[src/rtl/tape_rdr_pkg.sv]
package tape_rdr_pkg;
  typedef enum logic [1:0] {
    PAR_PASS   = 2'd0,
    PAR_EVEN   = 2'd1,
    PAR_FORCE  = 2'd2,
    PAR_PASS2  = 2'd3
  } par_mode_e;
endpackage

[src/rtl/tape_char_fmt.sv]
module tape_char_fmt
  import tape_rdr_pkg::*;
#(
  parameter int FRAME_W = 8
) (
  input  logic [FRAME_W-1:0] raw,
  input  logic [1:0]         sel,
  output logic [FRAME_W-1:0] chr
);
  localparam int TOP = FRAME_W - 1;
  par_mode_e mode;

  always_comb begin
    mode = par_mode_e'(sel);
    chr  = raw;
    case (mode)
      PAR_EVEN:  chr = {^raw[TOP-1:0], raw[TOP-1:0]};
      PAR_FORCE: chr = {1'b1, raw[TOP-1:0]};
      default:   chr = raw;
    endcase
  end
endmodule

[src/rtl/tape_word_pack.sv]
module tape_word_pack #(
  parameter int WORD_W  = 18,
  parameter int SLICE_W = 6,
  parameter int CNT_W   = 5
) (
  input  logic [CNT_W-1:0]   cnt,
  input  logic [WORD_W-1:0]  acc,
  input  logic [SLICE_W-1:0] slice,
  output logic [CNT_W-1:0]   cnt_nxt,
  output logic [WORD_W-1:0]  acc_nxt
);
  logic [WORD_W-1:0] wide;

  always_comb begin
    cnt_nxt = cnt - CNT_W'(SLICE_W);
    wide    = WORD_W'(slice);
    acc_nxt = acc | (wide << cnt_nxt);
  end
endmodule

[src/rtl/tape_reader_ctl.sv]
module tape_reader_ctl
  import tape_rdr_pkg::*;
#(
  parameter int WORD_W  = 18,
  parameter int FRAME_W = 8,
  parameter int SLICE_W = 6,
  parameter int POS_W   = 16
) (
  input  logic               clk,
  input  logic               rst,
  input  logic               skip_tst,
  input  logic               read_buf,
  input  logic               start_rd,
  input  logic               start_binary,
  input  logic [1:0]         parity_sel,
  input  logic [WORD_W-1:0]  bus_in,
  output logic [WORD_W-1:0]  bus_out,
  output logic               skip_out,
  input  logic               tape_present,
  output logic               frame_req,
  input  logic               frame_valid,
  input  logic [FRAME_W-1:0] frame_data,
  output logic               done_flag,
  output logic               error_flag,
  output logic [POS_W-1:0]   position
);
  localparam int CNT_W   = $clog2(WORD_W + 1);
  localparam int TAG_BIT = FRAME_W - 1;

  logic               req_q, bin_q, done_q, err_q, skip_q;
  logic [CNT_W-1:0]   cnt_q;
  logic [WORD_W-1:0]  buf_q, bus_q;
  logic [POS_W-1:0]   pos_q;

  logic [FRAME_W-1:0] chr;
  logic [CNT_W-1:0]   cnt_nxt;
  logic [WORD_W-1:0]  acc_nxt;
  logic               take, accept, finish, starve;

  tape_char_fmt #(.FRAME_W(FRAME_W)) u_fmt (
    .raw (frame_data),
    .sel (parity_sel),
    .chr (chr)
  );

  tape_word_pack #(.WORD_W(WORD_W), .SLICE_W(SLICE_W), .CNT_W(CNT_W)) u_pack (
    .cnt     (cnt_q),
    .acc     (buf_q),
    .slice   (frame_data[SLICE_W-1:0]),
    .cnt_nxt (cnt_nxt),
    .acc_nxt (acc_nxt)
  );

  always_comb begin
    starve = req_q && !tape_present && !start_rd;
    take   = req_q && tape_present && frame_valid && !start_rd;
    accept = take && (!bin_q || frame_data[TAG_BIT]);
    finish = accept && (!bin_q || (cnt_nxt == '0));
  end

  always_ff @(posedge clk) begin
    if (rst) begin
      req_q  <= 1'b0;
      bin_q  <= 1'b0;
      done_q <= 1'b0;
      err_q  <= 1'b0;
      skip_q <= 1'b0;
      cnt_q  <= '0;
      buf_q  <= '0;
      bus_q  <= '0;
      pos_q  <= '0;
    end else begin
      // skip samples the flag first, then read, then start
      skip_q <= skip_tst & done_q;
      bus_q  <= read_buf ? (bus_in | buf_q) : bus_in;
      if (read_buf) done_q <= 1'b0;
      if (start_rd) begin
        done_q <= 1'b0;
        err_q  <= 1'b0;
        buf_q  <= '0;
        bin_q  <= start_binary;
        cnt_q  <= start_binary ? CNT_W'(WORD_W) : '0;
        req_q  <= 1'b1;
      end else if (starve) begin
        done_q <= 1'b1;
        err_q  <= 1'b1;
        req_q  <= 1'b0;
      end else if (accept) begin
        pos_q <= pos_q + POS_W'(1);
        if (bin_q) begin
          cnt_q <= cnt_nxt;
          buf_q <= acc_nxt;
        end else begin
          buf_q <= WORD_W'(chr);
        end
        if (finish) begin
          done_q <= 1'b1;
          req_q  <= 1'b0;
        end
      end
    end
  end

  assign bus_out    = bus_q;
  assign skip_out   = skip_q;
  assign frame_req  = req_q;
  assign done_flag  = done_q;
  assign error_flag = err_q;
  assign position   = pos_q;
endmodule

[config.mk]
export PLATFORM = sky130hd
export DESIGN_NAME = tape_reader_ctl
export DESIGN_NICKNAME = d
export VERILOG_FILES = /design/src/rtl/tape_rdr_pkg.sv /design/src/rtl/tape_char_fmt.sv /design/src/rtl/tape_word_pack.sv /design/src/rtl/tape_reader_ctl.sv
export SDC_FILE = /design/constraint.sdc
export NUM_CORES = 1
export LEC_CHECK = 0
export ABC_AREA = 0
export BUFFER_PORTS_ARGS = -buffer_cell sky130_fd_sc_hd__buf_2
export CAP_MARGIN = 10
export CORE_MARGIN = 5
export CORE_UTILIZATION = 33
export DETAILED_ROUTE_END_ITERATION = 10
export HOLD_SLACK_MARGIN = 0.02
export PLACE_DENSITY = 0.54
export SETUP_SLACK_MARGIN = 0.5
export SLEW_MARGIN = 40
export SYNTH_ARGS = -nofsm -noshare
export SYNTH_HDL_FRONTEND = slang
export SYNTH_SLANG_ARGS = --single-unit
[constraint.sdc]
create_clock -name clk -period 2.1 [get_ports clk]
set_clock_uncertainty 0.15 [all_clocks]
set_input_delay 0 -clock clk [delete_from_list [all_inputs] [get_ports clk]]
set_output_delay 0 -clock clk [all_outputs]
set_load 0.02 [all_outputs]
==> run summary, run 1 <==
Area leader, netlist = dfxtp_1
Critical path class = register to register
Num CTS Buffers = 9
Primary FF master, synth = dfxtp_1
Worst-path cell chain = ha_4 -> xor2_1 -> nor3_1 -> o21ai_0 -> a21oi_1
Clock root cell = clkbuf_8
Die Width = 100 um
Die outline area = 10,100 sq um
Grt total ovfl = 0
Top cell type's share of synthesized area = 45.2%
IO buf count = 73
Final Total Pwr = 2620 uW
Syn_nets = 359
CTS tree = done
Final Setup Violations = 0
Hold EP = buf_q[2]
Clk sinks = 61
Via count = 2,662
Area growth, synth to finish = 51.6%
R2R depth = 5
Leakage power = 0.00171 uW
Crit path from = cnt_q[1]
Initial detailed-routing violation count = 136
Initial Util = 33.4%
Fin. Hold Viols = 0
CTS clk-pin slew, worst paths = 0.07 ns
Unrepaired setup endpoints after global routing = yes
Critical Path Fanout Max = 8
RD Place Congestion = 0.833
Slew Limit Fails = 0
Part of the cycle the worst path needs = 87.3%
HP Class = primary input to register
Slowest cell on crit path = xor2_1
Comb power frac = 14.2%
DRC errors left = 0
Detail Placement HPWL = 5000 um
Ant diodes = 0
Largest net degree at the start of global routing = 27
Synth Register Bits = 61
Cell count after synthesis = 319
Peak supply drop = 0.000323 V
First-pass GRT wire length = 12,100 um
Worst reg2reg endpoint = buf_q[17]
Tot GR Track Use = 15.0%
DRT antenna net count = 0
DRT Pass-1 Iters = 4
Routed WL = 7540 um
Ports = 74
EDFF count, synth = 0
FF-to-FF setup slack = 0.27 ns
PwrDens = 639 nW/um^2
Least-Margin Pin Slew = 0.561 ns
Final nets = 492
Post-synthesis cell area = 2700 sq um
Synth cell count leaders = dfxtp_1 (61), nor2_1 (49), a21oi_1 (44)
Sw Share = 24.9%
Critical Path Sink Type = register
Sw Pwr = 651 uW
Vias/cell = 4.75
Share of cells above drive strength 1 = 29.8%
Worst setup SP type = register
Hold Path Depth = 4
Crit path required time = 2.16 ns
Internal power = 1970 uW
Routed len/inst = 13.4 um
Fill count = 800
Arr. time, crit path = 1.90 ns
Crit path time final = 1.83 ns
Core box area = 8090 sq um
Die H = 100 um
Clock Latency Late Sink = 0.34 ns
Vias in the first global route = 2,572
Num rows = 33
Distinct cell type count after synthesis = 41
F_max = 546 MHz
Seq pwr share = 45.6%
RR Startpoint = cnt_q[1]
Async SR Flop Fraction = 0%
Synth warn = 0
Slew Limit Headroom = 62.5%
Max Cap Viol = 0
Critical Path Max Stage Delay = 0.47 ns
H-tree levels = 3
Syn avg cell area = 8.47 sq um
CTS Buffer Depth = 2
Initial antenna violation count = 0
Hold Crit Start = frame_data[0]
Clk pwr share = 40.2%
Register area share after synthesis = 45.2%
Most frequent cell after synthesis = dfxtp_1
Setup_tns = 0 ns
Outcome = finished, final reports clean
Dominant cells by area after synthesis = dfxtp_1 (45%), a21oi_1 (8.2%), nor2_1 (6.8%), xnor2_1 (5.2%), o21ai_0 (3.0%)
[cell usage in the layout (no fill, tap or decap), types with 5 or more instances in the layout]
cell	synthesis	layout
buf_2	1	72
dfxtp_1	61	55
nor2_1	49	49
dlygate4sd3_1	0	49
a21oi_1	44	42
nand2_1	20	20
xnor2_1	16	16
o21ai_0	16	15
buf_4	1	13
clkbuf_8	0	11
inv_1	9	9
xor2_1	7	6
mux2i_1	7	5
nand3_1	7	5
nor3_2	0	5
[layout make-up]
type / instances / area, sq um / area share [%]
timing repair buffer: 138 / 995 / 24.3
clock buffer: 11 / 151 / 3.70
sequential: 61 / 1230 / 30.1
inverter: 9 / 33.8 / 0.825
tap: 105 / 131 / 3.21
clock inverter: 4 / 46.3 / 1.13
multi-input combinational: 233 / 1510 / 36.7
[worst max-delay path: cells and delay by family (launching register included)]
kind / cells / cell delay (ns)
and+or+nand+nor: 1 / 0.08
xor gates and xnor gates: 1 / 0.47
adders and majority gates: 1 / 0.16
AOI/OAI and AO/OA: 2 / 0.46
DFF: 1 / 0.39
[power groups by stage]
stage	combinational [uW]	clock, uW	sequential [uW]
after floorplan	145	0	1250
after global placement	270	0	1220
after detailed placement	273	0	1220
after CTS	355	1080	1190
after global routing	403	1130	1200
final	371	1050	1190
[stage by stage]
step	util, %	area [sq um]	hold slack (ns)	instances	setup slack [ns]
3_5_place_dp	39.6	3200	0.0602	488	0.0518
2_1_floorplan	-	2760	-0.0326	319	0.399
6_report	50.6	4100	0.0295	561	0.267
3_3_place_gp	39.6	3200	0.0579	488	0.0840
4_1_cts	49.3	3990	-0.0838	558	0.296
5_1_grt	50.6	4100	0.0488	561	0.181
[worst max path at each step]
| stage | slack [ns] | depth (start not counted) | to |
|---|---|---|---|
| global placement | 0.08 | 6 | buf_q[0] |
| floorplan | 0.40 | 6 | buf_q[0] |
| global route | 0.18 | 6 | buf_q[3] |
| CTS | 0.30 | 6 | buf_q[2] |
| finish | 0.27 | 5 | buf_q[17] |
| detailed placement | 0.05 | 6 | buf_q[1] |
[logic make-up (layout without fill, tap and decap cells)]
kind of cell / after synthesis / in the layout / share of synthesized area, %
muxes: 9 / 9 / 3.43
adders and majority gates: 4 / 4 / 1.85
xor gates and xnor gates: 23 / 23 / 7.46
buffers and inverters: 25 / 162 / 4.49
DFF: 61 / 61 / 45.2
AOI/OAI and AO/OA: 77 / 77 / 15.9
and+or+nand+nor: 120 / 120 / 21.7
[sequential cells by signal, indices dropped and copies added (netlist names)]
register and count:
buf_q 18, bus_out 18, position 16, cnt_q 4
bin_q 1, done_flag 1, error_flag 1, frame_req 1
skip_out 1
[metal layers]
layer	track usage [%]	wire (um)
met5	0	0
met4	7.05	82
met3	2.49	381
met2	25.2	3690
met1	18.8	3380
[what timing repair did]
| action | in CTS | in global routing |
|---|---|---|
| buffers inserted | 6 | 2 |
| setup endpoints to repair | 35 | 34 |
| pin swaps | 6 | 14 |
| hold endpoints to repair | 44 | 1 |
| cloned | 0 | 0 |
| hold buffers | 49 | 1 |
| resized for setup | 12 | 21 |
(Power assumes the default switching activity.)
==> run 2, diff against run 1 <==
- CORE_ASPECT_RATIO: unset -> 1.5
- CORE_MARGIN: 5 -> 2
- CORE_UTILIZATION: 33 -> 50
- PLACE_DENSITY: 0.54 -> 0.76
==> run 2 against run 1 <==
Effect of this change:
- worst hold slack got worse by 0.0037 ns
- die area decreased by 40%
- global-route usage increased by 13 points
- final area increased by 1.3%
- wire length increased by 14%
- via count increased by 11%
- highest routed layer unchanged
- largest cell class unchanged
- register-to-register slack got worse by 0.08 ns
==> run summary, run 2 (synthesis gave the netlist of run 1 again) <==
Critical Path Fanout Max = 5
RR Startpoint = cnt_q[1]
Clock root cell = clkbuf_8
Max Cap Viol = 0
Peak supply drop = 0.000488 V
Initial Util = 52.3%
Unrepaired setup endpoints after global routing = yes
Crit path required time = 2.23 ns
Num CTS Buffers = 9
F_max = 523 MHz
Tot GR Track Use = 28.3%
RD Place Congestion = 0.910
R2R depth = 6
Part of the cycle the worst path needs = 91.0%
Hold Slack = 0.0258 ns
Clock Latency Late Sink = 0.34 ns
PwrDens = 626 nW/um^2
Num rows = 32
Initial detailed-routing violation count = 154
Initial antenna violation count = 0
Critical Path Sink Type = register
Vias/cell = 5.54
Area growth, synth to finish = 53.6%
Fill count = 313
DRT antenna net count = 0
Slew Limit Fails = 0
Hold EP = buf_q[3]
Hold Crit Start = frame_data[3]
Non-filler cells, final = 535
Util after Layout = 80.4%
Commonest non-fill, non-tap cell in the layout = buf_2
CTS Buffer Depth = 2
Setup_tns = 0 ns
CTS clk-pin slew, worst paths = 0.06 ns
Share of cells above drive strength 1 = 31.0%
Worst setup SP type = register
H-tree levels = 3
Leakage power = 0.00175 uW
Detail Placement HPWL = 4580 um
Final Total Pwr = 2600 uW
Worst reg2reg endpoint = buf_q[0]
Final Setup Violations = 0
Outcome = finished, final reports clean
First-pass GRT wire length = 13,000 um
Inst Count DP = 447
Least-Margin Pin Slew = 0.482 ns
IO buf count = 73
Fin. Hold Viols = 0
Core box area = 5160 sq um
Commonest non-fill, non-tap cells in the layout = buf_2 (73), dlygate4sd3_1 (55), dfxtp_1 (54)
Grt total ovfl = 0
Largest net degree at the start of global routing = 24
FF-to-FF setup slack = 0.19 ns
HP Class = primary input to register
Die H = 94.0 um
Final nets = 503
Die Width = 64.0 um
DRC errors left = 0
Via count = 2,962
Crit path time final = 1.91 ns
Slew Limit Headroom = 67.5%
Arr. time, crit path = 2.04 ns
Vias in the first global route = 2,913
Clk sinks = 61
Ports = 74
Ant diodes = 0
Routed WL = 8600 um
Hold Path Depth = 4
Routed len/inst = 16.1 um
DRT Pass-1 Iters = 5
CTS tree = done
Critical path class = register to register
Die outline area = 6020 sq um
[run 2: changes by cell type in the layout (fill, tap and decap cells not counted), sizes merged]
cell / before / now
dlygate4sd3: 49 / 55
buf: 87 / 90
and4b: 2 / 3
bufinv: 1 / 0
clkbuf: 12 / 13
clkinvlp: 0 / 1
inv: 10 / 9
nand4: 5 / 6
[run 2: area by class of cell]
| type | instances | area (sq um) | share of cell area, % |
|---|---|---|---|
| flip-flops and latches | 61 | 1230 | 29.8 |
| multi-input cells | 235 | 1530 | 36.8 |
| well taps | 68 | 85.1 | 2.05 |
| clock buffers | 12 | 176 | 4.25 |
| repair buffers | 147 | 1070 | 25.9 |
| clock inverters | 3 | 17.5 | 0.422 |
| inverters | 9 | 33.8 | 0.814 |
[run 2: worst max path at each step]
stage               startpoint        end  slack (ns)
floorplan             cnt_q[2]   buf_q[0]        0.40
global placement      cnt_q[1]  done_flag        0.16
detailed placement    cnt_q[1]   buf_q[0]        0.11
CTS                   cnt_q[3]  buf_q[17]        0.28
global route          cnt_q[1]   buf_q[3]        0.14
finish                cnt_q[1]   buf_q[0]        0.19
[run 2: critical path, stage by stage (launching register included)]
cell and delay (ns):
dfxtp_4 0.39, ha_4 0.18, and4b_1 0.27, nor3_4 0.07, o41ai_2 0.49, a31oi_1 0.18, nor2_1 0.12
[run 2: timing repair]
action                     CTS  global route
pin swaps                    4             6
gates cloned                 1             1
hold buffers                57             0
setup endpoints to repair   35            37
hold endpoints to repair    42             0
buffers inserted             6             8
gates resized for setup     18            15
[run 2: through the flow]
stage,area (sq um),setup WS (ns)
after global routing,4150,0.139
after detailed placement,3130,0.115
after CTS,4030,0.284
after floorplan,2760,0.399
final,4150,0.189
after global placement,3130,0.164
[run 2: routing by layer]
| metal | vias to the layer above | share of wire, % | global-route usage [%] |
|---|---|---|---|
| li1 | 1402 | - | - |
| met1 | 1392 | 36 | 27.9 |
| met2 | 138 | 54 | 53.0 |
| met3 | 30 | 6.5 | 5.28 |
| met4 | 0 | 3.8 | 17.4 |
| met5 | - | 0 | 0 |
[run 2: power breakdown]
group          leakage (uW)  internal (uW)  switching [uW]
Combinational       0.00114            194             199
Sequential         0.000501           1180            18.3
Clock             0.0000994            553             452
Total               0.00175           1930             669
==> run 3, diff against run 2 <==
--- a/constraint.sdc
+++ b/constraint.sdc
@@ -3,3 +3,3 @@
 set_input_delay 0 -clock clk [delete_from_list [all_inputs] [get_ports clk]]
 set_output_delay 0 -clock clk [all_outputs]
-set_load 0.02 [all_outputs]
+set_load 0.05 [all_outputs]
==> run 3 against run 2 <==
Effect of this change:
- flip-flop and latch count is the same
- sequential share of layout area grew 0.78 points
- count of clock-buffer cells in the layout grew 1
- final area shrank 0.48%
- critical path depth did not move
- first-iteration DRC count increased by 29%
- worst hold slack got worse by 0.016 ns
- highest routed layer unchanged
==> run summary, run 3 (synthesis gave the netlist of run 1 again) <==
Seq pwr share = 43.7%
Ports = 74
Routed WL = 8150 um
Num rows = 32
Vias/cell = 5.43
Max Cap Viol = 0
Commonest non-fill, non-tap cells in the layout = buf_2 (72), dlygate4sd3_1 (53), nor2_1 (49)
Leakage power = 0.00171 uW
Slew Limit Headroom = 67.7%
Critical Path Max Stage Delay = 0.40 ns
DRT antenna net count = 0
Crit path max-delay family = simple AND/OR/NAND/NOR gates
Routed len/inst = 15.4 um
Sw Pwr = 734 uW
Worst setup SP type = register
CTS clk-pin slew, worst paths = 0.07 ns
Crit path required time = 2.22 ns
DRT Pass-1 Iters = 5
Area growth, synth to finish = 52.9%
Unrepaired setup endpoints after global routing = yes
Internal power = 2000 uW
IO buf count = 73
Util after Layout = 80.0%
Die outline area = 6020 sq um
Ant diodes = 0
Commonest non-fill, non-tap cell in the layout = buf_2
DRC errors left = 0
CTS tree = done
Via count = 2,876
Initial detailed-routing violation count = 199
Least-Margin Pin Slew = 0.482 ns
Initial Util = 52.3%
Final Setup Violations = 0
Clock Latency Late Sink = 0.35 ns
Comb power frac = 15.5%
Critical Path Sink Type = register
Fill count = 318
PwrDens = 662 nW/um^2
Setup_tns = 0 ns
Share of cells above drive strength 1 = 32.7%
Crit path time final = 1.84 ns
HP Class = primary input to register
Grt total ovfl = 0
Part of the cycle the worst path needs = 87.8%
Worst-path cell chain = ha_4 -> and4b_1 -> nor3_2 -> or2_1 -> or4_1 -> a31oi_1
Vias in the first global route = 2,806
Critical path class = register to register
Wire length on met3 = 439 um
Clk pwr share = 40.8%
H-tree levels = 3
Largest net degree at the start of global routing = 33
First-pass GRT wire length = 13,000 um
Setup slack after placement = 0.127 ns
Outcome = finished, final reports clean
WP buf/inv = 0
Sw Share = 26.9%
Metal2 WL = 4320 um
Num CTS Buffers = 9
Top sig layer = met4
Die H = 94.0 um
Clk sinks = 61
RD Place Congestion = 0.911
M1 WL = 3070 um
Slowest cell on crit path = or4_1
Clock root cell = clkbuf_8
Final WS setup = 0.256 ns
Critical Path Fanout Max = 5
Final nets = 497
Fin. Hold Viols = 0
Die Width = 64.0 um
Detail Placement HPWL = 4740 um
Initial antenna violation count = 0
Tot GR Track Use = 28.2%
Slew Limit Fails = 0
Arr. time, crit path = 1.96 ns
CTS Buffer Depth = 2
F_max = 542 MHz
Core box area = 5160 sq um
Peak supply drop = 0.000754 V
==> run 3: worst paths after layout <==
path | start | end | slack [ns] | cells past startpoint
setup / recovery | cnt_q[1] | buf_q[2] | 0.26 | 6
hold / removal | frame_data[1] | buf_q[3] | 0.01 | 4
setup reg to reg | cnt_q[1] | buf_q[2] | 0.26 | 6
hold reg to reg | buf_q[16] | buf_q[16] | 0.31 | 2
==> run 3: final cells by class <==
class | count | area, sq um | share of cell area [%]
Clock inverter | 3 | 21.3 | 0.515
Tap cell | 68 | 85.1 | 2.06
Inverter | 9 | 33.8 | 0.818
Multi-Input combinational cell | 233 | 1480 | 35.9
Clock buffer | 13 | 201 | 4.88
Sequential cell | 61 | 1260 | 30.5
Timing Repair Buffer | 143 | 1040 | 25.3
==> run 3: power by group through the flow <==
stage               Clock [uW]  Sequential, uW  Combinational, uW
global route              1180            1200                449
detailed placement           0            1220                312
floorplan                    0            1290                147
finish                    1110            1190                424
CTS                       1120            1190                402
global placement             0            1220                308
==> run 3: worst register-to-register path, delay by kind of cell, from the launching register on <==
kind                       cells  cell delay (ns)
AOI/OAI and AO/OA              1             0.15
adders and majority gates      1             0.17
DFF                            1             0.39
and+or+nand+nor                4             0.92
==> run 3: layer usage <==
layer,GRT usage (%),vias up
li1,-,1377
met1,29.8,1344
met2,50.6,121
met3,6.35,34
met4,15.8,0
met5,0,-
==> run 3: per-stage QoR <==
stage               hold slack [ns]  area, sq um  instances  power [uW]
floorplan                   -0.0326         2800        319        1440
detailed placement           0.0616         3170        448        1530
finish                      0.00998         4130        530        2730
global route                 0.0790         4130        530        2830
global placement             0.0565         3170        448        1530
CTS                          -0.152         4010        522        2710
==> run 3: timing repair <==
action	CTS	global route
endpoints found under the hold margin	34	1
gates resized for setup	14	16
hold buffers	52	1
gates cloned	0	0
pin swaps	4	5
setup buffers	6	7
setup endpoints to repair	32	37
